`config.mk`:
```
export PLATFORM = sky130hd
export DESIGN_NAME = post_write_gate
export DESIGN_NICKNAME = d
export VERILOG_FILES = /design/src/rtl/post_write_gate.sv
export SDC_FILE = /design/constraint.sdc
export NUM_CORES = 1
export LEC_CHECK = 0
export ABC_AREA = 1
export BUFFER_PORTS_ARGS = -buffer_cell sky130_fd_sc_hd__buf_4
export CAP_MARGIN = 20
export CORE_MARGIN = 2
export CORE_UTILIZATION = 35
export CTS_BUF_LIST = sky130_fd_sc_hd__clkbuf_8
export DETAILED_ROUTE_END_ITERATION = 16
export PLACE_DENSITY = 0.63
export SLEW_MARGIN = 30
export SYNTH_ARGS = -nofsm -noshare
export SYNTH_HDL_FRONTEND = slang
export SYNTH_SLANG_ARGS = --single-unit
```
`constraint.sdc`:
```
create_clock -name clk -period 6.4 [get_ports clk]
set_input_delay 1.6 -clock clk [delete_from_list [all_inputs] [get_ports clk]]
set_output_delay 1.6 -clock clk [all_outputs]
set_load 0.1 [all_outputs]
```
`src/rtl/post_write_gate.sv`:
```
`timescale 1ns/1ps
module post_write_gate #(
  parameter int AW       = 32,
  parameter int DW       = 32,
  parameter int BEW      = 4,
  parameter int RQD      = 4,
  parameter int TXD      = 16,
  parameter int CSR_AW   = 4,
  parameter int CMD_REGS = 4,
  parameter int LIM      = 8
) (
  input  logic              clk,
  input  logic              rst_n,
  input  logic              sel_direct,
  input  logic              sel_csr,
  input  logic [1:0]        htrans,
  input  logic              hwrite,
  input  logic [2:0]        hburst,
  input  logic [AW-1:0]     haddr,
  input  logic [DW-1:0]     hwdata,
  input  logic [BEW-1:0]    wstrb,
  input  logic [7:0]        xfer_words,
  input  logic              rd_pending,
  input  logic              dma_owns,
  output logic              hready_out,
  output logic [1:0]        hresp,
  output logic              csr_we,
  output logic [CSR_AW-1:0] csr_idx,
  output logic [DW-1:0]     csr_wdata,
  input  logic              req_pop,
  output logic              req_valid,
  output logic [AW-1:0]     req_addr,
  output logic [7:0]        req_len,
  output logic [BEW-1:0]    req_be,
  input  logic              tx_pop,
  output logic              tx_valid,
  output logic [DW-1:0]     tx_data
);
  localparam int RQW = $clog2(RQD + 1);
  localparam int TXW = $clog2(TXD + 1);
  localparam int RPW = (RQD > 1) ? $clog2(RQD) : 1;
  localparam int TPW = (TXD > 1) ? $clog2(TXD) : 1;
  localparam int SW  = TXW + 6;
  localparam logic [1:0] T_NSEQ = 2'b10, T_SEQ = 2'b11, T_BUSY = 2'b01;
  localparam logic [1:0] R_OK = 2'b00, R_RETRY = 2'b10;
  localparam logic [RQW-1:0]  RQ_FULL = RQW'(RQD);
  localparam logic [TXW-1:0]  TX_FULL = TXW'(TXD);
  localparam logic [SW-1:0]   TX_LIM  = SW'(TXD);
  localparam logic [RPW-1:0]  RQ_LAST = RPW'(RQD - 1);
  localparam logic [TPW-1:0]  TX_LAST = TPW'(TXD - 1);
  localparam logic [CSR_AW:0] CMD_LIM = (CSR_AW+1)'(CMD_REGS);
  localparam logic [7:0]      LONG    = 8'(LIM);

  logic rt1, rt2, dp_dir, dp_first, dp_long, dp_csr, live;
  logic [AW-1:0]     c_addr;
  logic [7:0]        c_len;
  logic [BEW-1:0]    c_be;
  logic [CSR_AW-1:0] c_idx;
  logic [RQW-1:0]    req_cnt;
  logic [TXW-1:0]    tx_cnt;
  logic [RPW-1:0]    rq_w, rq_r;
  logic [TPW-1:0]    tx_w, tx_r;
  logic [AW-1:0]     rq_addr_m [RQD];
  logic [7:0]        rq_len_m  [RQD];
  logic [BEW-1:0]    rq_be_m   [RQD];
  logic [DW-1:0]     tx_m      [TXD];
  logic [4:0]        need;
  logic [7:0]        a_len;

  wire tx_full  = tx_cnt == TX_FULL;
  assign hready_out = !rt1 && !(dp_dir && tx_full);
  assign hresp      = (rt1 || rt2) ? R_RETRY : R_OK;

  wire tx_push  = dp_dir && !tx_full;
  wire req_push = tx_push && dp_first;
  wire rq_pop_e = req_pop && req_cnt != '0;
  wire tx_pop_e = tx_pop && tx_cnt != '0;

  wire nseq  = hready_out && htrans == T_NSEQ && hwrite;
  wire dir_a = nseq && sel_direct;
  wire csr_a = nseq && sel_csr;
  wire [CSR_AW-1:0] a_idx = haddr[CSR_AW+1:2];
  wire a_cmd = {1'b0, a_idx} < CMD_LIM;
  wire dseq  = hready_out && htrans == T_SEQ && hwrite && sel_direct && live;

  always_comb begin
    case (hburst)
      3'b000:          begin need = 5'd1;  a_len = 8'd1;       end
      3'b001:          begin need = 5'd8;  a_len = xfer_words; end
      3'b010, 3'b011:  begin need = 5'd4;  a_len = 8'd4;       end
      3'b100, 3'b101:  begin need = 5'd8;  a_len = 8'd8;       end
      default:         begin need = 5'd16; a_len = 8'd16;      end
    endcase
  end

  wire [RQW:0] rq_after = {1'b0, req_cnt} + (RQW+1)'(req_push);
  wire [SW-1:0] tx_want = SW'(tx_cnt) + SW'(tx_push) + SW'(need);
  wire no_room = rq_after >= {1'b0, RQ_FULL} || tx_want > TX_LIM;
  wire retry = (rd_pending && (dir_a || csr_a)) ||
               (dma_owns && (dir_a || (csr_a && a_cmd))) ||
               (dir_a && no_room);
  wire admit = dir_a && !retry;

  always_ff @(posedge clk or negedge rst_n) begin
    if (!rst_n) begin
      rt1 <= 1'b0; rt2 <= 1'b0; dp_dir <= 1'b0; dp_first <= 1'b0;
      dp_long <= 1'b0; dp_csr <= 1'b0; live <= 1'b0;
      c_addr <= '0; c_len <= '0; c_be <= '0; c_idx <= '0;
    end else begin
      rt1 <= retry;
      rt2 <= rt1;
      if (hready_out) begin
        dp_dir   <= admit || dseq;
        dp_first <= admit;
        dp_csr   <= csr_a && !retry;
      end
      if (admit) begin
        live    <= 1'b1;
        c_addr  <= haddr;
        c_len   <= a_len;
        c_be    <= wstrb;
        dp_long <= hburst == 3'b001 && xfer_words > LONG;
      end else if (hready_out && htrans != T_SEQ && htrans != T_BUSY) begin
        live <= 1'b0;
      end
      if (csr_a && !retry) c_idx <= a_idx;
    end
  end

  assign csr_we    = dp_csr;
  assign csr_idx   = c_idx;
  assign csr_wdata = hwdata;

  always_ff @(posedge clk or negedge rst_n) begin
    if (!rst_n) begin
      req_cnt <= '0; rq_w <= '0; rq_r <= '0;
      tx_cnt  <= '0; tx_w <= '0; tx_r <= '0;
    end else begin
      if (req_push) rq_w <= (rq_w == RQ_LAST) ? '0 : rq_w + 1'b1;
      if (rq_pop_e) rq_r <= (rq_r == RQ_LAST) ? '0 : rq_r + 1'b1;
      req_cnt <= req_cnt + RQW'(req_push) - RQW'(rq_pop_e);
      if (tx_push)  tx_w <= (tx_w == TX_LAST) ? '0 : tx_w + 1'b1;
      if (tx_pop_e) tx_r <= (tx_r == TX_LAST) ? '0 : tx_r + 1'b1;
      tx_cnt <= tx_cnt + TXW'(tx_push) - TXW'(tx_pop_e);
    end
  end

  always_ff @(posedge clk) begin
    if (req_push) begin
      rq_addr_m[rq_w] <= c_addr;
      rq_len_m[rq_w]  <= c_len;
      rq_be_m[rq_w]   <= c_be;
    end
    if (tx_push) tx_m[tx_w] <= hwdata;
  end

  assign req_valid = req_cnt != '0;
  assign req_addr  = rq_addr_m[rq_r];
  assign req_len   = rq_len_m[rq_r];
  assign req_be    = rq_be_m[rq_r];
  assign tx_valid  = tx_cnt != '0;
  assign tx_data   = tx_m[tx_r];

  p_retry_first_r1: assert property (@(posedge clk) disable iff (!rst_n)
    (!hready_out && hresp == R_RETRY) |->
      $past(hready_out && htrans == T_NSEQ && hwrite && (sel_direct || sel_csr)));
  p_retry_second_r1: assert property (@(posedge clk) disable iff (!rst_n)
    (!hready_out && hresp == R_RETRY) |=> (hready_out && hresp == R_RETRY));
  p_pending_r2: assert property (@(posedge clk) disable iff (!rst_n)
    (hready_out && htrans == T_NSEQ && hwrite && (sel_direct || sel_csr) && rd_pending)
      |=> (!hready_out && hresp == R_RETRY && !csr_we));
  p_csr_open_r3: assert property (@(posedge clk) disable iff (!rst_n)
    (hready_out && htrans == T_NSEQ && hwrite && sel_csr && !rd_pending &&
     !(dma_owns && a_cmd)) |=> (csr_we && hresp == R_OK));
  p_req_full_r4: assert property (@(posedge clk) disable iff (!rst_n)
    (hready_out && htrans == T_NSEQ && hwrite && sel_direct && req_cnt == RQ_FULL)
      |=> hresp == R_RETRY);
  p_nowait_r6: assert property (@(posedge clk) disable iff (!rst_n)
    (dp_dir && !dp_long) |-> hready_out);
  p_resume_r7: assert property (@(posedge clk) disable iff (!rst_n)
    (dp_dir && tx_full && tx_pop) |=> hready_out);
endmodule

```
==> run summary <==
CP Capture Type -> output pin
FP Rows -> 107
Max VDD drop -> 0.615 mV
worst slack, placed -> 1740 ps
first-pass GRT wire length -> 114 mm
Chip Width -> 298 µm
worst-path fanout max -> 192
vias in the first global route -> 18800
Starting Density -> 35.4%
CP Capture Point -> tx_data[19]
synth top area cells -> edfxtp_1, dfrtp_1, nor2_1, o21ai_0, nand2_1
fin. max-slew vios -> 0
period utilization -> 84.9%
Num Clock Sinks -> 762
Int Pwr -> 9350 µW
Post-CTS Repair Setup Buffers -> 0
die area -> 0.0887 mm²
Clock power frac -> 22.5%
Synth area leader -> edfxtp_1
Tmin final -> 5440 ps
Post-Syn Instances -> 2231
number of flops mapped to enable cells by yosys -> 688
crit-path max cell delay -> 750 ps
post-route ant nets -> 0
share of power burned in registers -> 34.1%
fin nets -> 2546
initial antenna violation count -> 7
setup ws final -> 963 ps
worst-margin pin slew -> 1030 ps
clk_lat worst skew -> 740 ps
P&R area growth vs syn -> 16.1%
most frequent cells in the layout -> edfxtp_1, nor2_1, nand2_1
Synth cell types -> 47
clk slew on worst S/H paths -> 70 ps
layout cells sized above 1 -> 17.4%
DR vias/cell -> 5.14
core area -> 0.0854 mm²
Comb power frac -> 43.4%
CTS Hold Bufs -> 0
root buf cell -> clkbuf_8
PortBufs -> 206
status -> finished clean
Crit path arrival time -> 3840 ps
reg2reg setup slack -> 2920 ps
GRT Total Usage -> 16.8%
CP max-delay cell -> buf_4
syn nets -> 2347
HPWL after detailed placement -> 42.0 mm
Final Wtd Congestion -> 0.786
setup_tns -> 0 ps
total grt overflow -> 0
largest net degree at the start of global routing -> 193
Die Height -> 298 µm
Slew headroom -> 31.4%
Yosys reg bits -> 762
critical path cell sequence -> buf_12, buf_4, o21ai_0, o221ai_1, nand3_1, nand3_1, buf_4
Ports -> 208
Post-Syn Area -> 0.0302 mm²
worst setup path start -> tx_r[0]$_DFFE_PN0P_
WL/cell -> 20.8 µm
final hold vios -> 0
DRT Pass-1 Iters -> 5
yosys warns -> 0
syn_area_per_cell -> 13.5 µm²
Main synth FF type -> edfxtp_1
DR iter-0 viols -> 1673
Placed Area -> 0.0328 mm²
Pwr Total -> 17400 µW
RSZ-0062 raised after global routing -> no
Leak -> 0.0125 µW
worst hold path type -> reg -> reg
element type at the critical path start -> register
vias after detailed routing -> 18900
critical path class -> reg -> out
Post-route DRC -> 0
PostCTS Resize Cnt -> 0
top cell type's share of synthesized area -> 68.4%
Final Cell Area -> 0.0351 mm²
Clock Skews -> 53.5 ps
fmax -> 0.184 GHz
Switching Share -> 46.2%
met1 wire length -> 30.9 mm
max-cap violations -> 0
reg2reg end -> c_addr[31]$_DFFE_PN0P_
RR Startpoint -> tx_cnt[2]$_DFF_PN0_
routed wl met2 -> 37.1 mm
worst path required time -> 4800 ps
r2r worst-path depth -> 14
final WL -> 76.4 mm
htree depth -> 3
power density cells -> 495 mW/mm²
Async SR Flop Fraction -> 9.71%
Seq/Total Area, Yosys -> 74.5%
CTS tree -> yes
buffer depth of the longest clock path -> 3
met3 wire length -> 6.59 mm
total CTS buffers -> 115
DR top layer -> met5
most common cell after layout, fill and taps aside -> edfxtp_1
Psw -> 8030 µW
final setup violating endpoints -> 0
-- through the flow --
stage | hold WS (ps) | utilization, % | cells
CTS | 412 | 41.1 | 3673
finish | 414 | 41.1 | 3675
detailed placement | 397 | 38.4 | 3457
global route | 421 | 41.1 | 3675
global placement | 395 | 38.4 | 3457
floorplan | 367 | - | 2231
-- cells by family (layout without fill, tap and decap cells) --
group	after synthesis	in the layout	synth area share, %
compound gates	425	425	9.02
xor+xnor	10	10	0.290
fa+ha+maj	26	26	1.15
buf+inv	216	514	3.51
flops	762	762	74.5
mux	50	50	1.66
other cells	1	3	0.0124
simple gates	741	741	9.88
-- layout make-up --
| class | instances | area, µm² |
|---|---|---|
| tap | 1144 | 1430 |
| fill | 7910 | 50300 |
| multi-input combinational | 1253 | 6810 |
| sequential | 762 | 22500 |
| clock inverter | 93 | 577 |
| timing repair buffer | 245 | 1860 |
| antenna | 2 | 5.00 |
| inverter | 53 | 205 |
| clock buffer | 123 | 1690 |
-- registers in the layout, indices dropped and copies added (netlist names), 2 cells and up --
name and cells:
c_addr 32, c_be 4, c_len 8, csr_idx 4
req_cnt 3, rq_addr_m 128, rq_be_m 16, rq_len_m 32
rq_r 2, rq_w 2, tx_cnt 5, tx_m 512
tx_r 4, tx_w 4
-- metal layers --
layer  vias to the layer above  track usage, %
li1                       8595               -
met1                      9413            21.1
met2                       726            28.2
met3                       139            4.56
met4                         8            5.56
met5                         -               0
-- critical path: cells and delay by family (launching register included) --
kind,cells,cell delay [ps]
buf+inv,3,1660
simple gates,2,330
flops,1,450
compound gates,2,470
-- cell usage after synthesis, types with 2 or more instances --
master,n
buf_2,22
nor2_1,405
fa_1,3
nor3_1,2
xor2_1,9
buf_1,6
a21oi_1,2
nand2_1,247
clkbuf_1,84
edfxtp_1,688
o211ai_1,15
o221ai_1,50
o21ai_0,228
ha_1,23
clkinv_1,3
buf_4,43
mux2i_1,50
dfrtp_1,74
nand3_4,3
inv_1,48
o22ai_1,44
inv_2,2
nor2_2,3
buf_6,8
o32ai_1,78
nand2_2,2
nand3_1,69
-- power by group through the flow --
| stage | Combinational, µW | Clock [µW] | Sequential [µW] |
|---|---|---|---|
| after floorplan | 5700 | 0 | 5950 |
| after global placement | 7470 | 0 | 6000 |
| after detailed placement | 7570 | 0 | 6020 |
| after CTS | 7590 | 4000 | 5920 |
| after global routing | 8010 | 4210 | 5950 |
| final | 7550 | 3910 | 5920 |
-- worst min-delay path by stage --
stage                               end  cells past startpoint     startpoint
after floorplan           rt2$_DFF_PN0_                      0  rt1$_DFF_PN0_
after global placement    rt2$_DFF_PN0_                      0  rt1$_DFF_PN0_
after detailed placement  rt2$_DFF_PN0_                      0  rt1$_DFF_PN0_
after CTS                 rt2$_DFF_PN0_                      0  rt1$_DFF_PN0_
after global routing      rt2$_DFF_PN0_                      0  rt1$_DFF_PN0_
final                     rt2$_DFF_PN0_                      0  rt1$_DFF_PN0_
(Power assumes the default switching activity.)
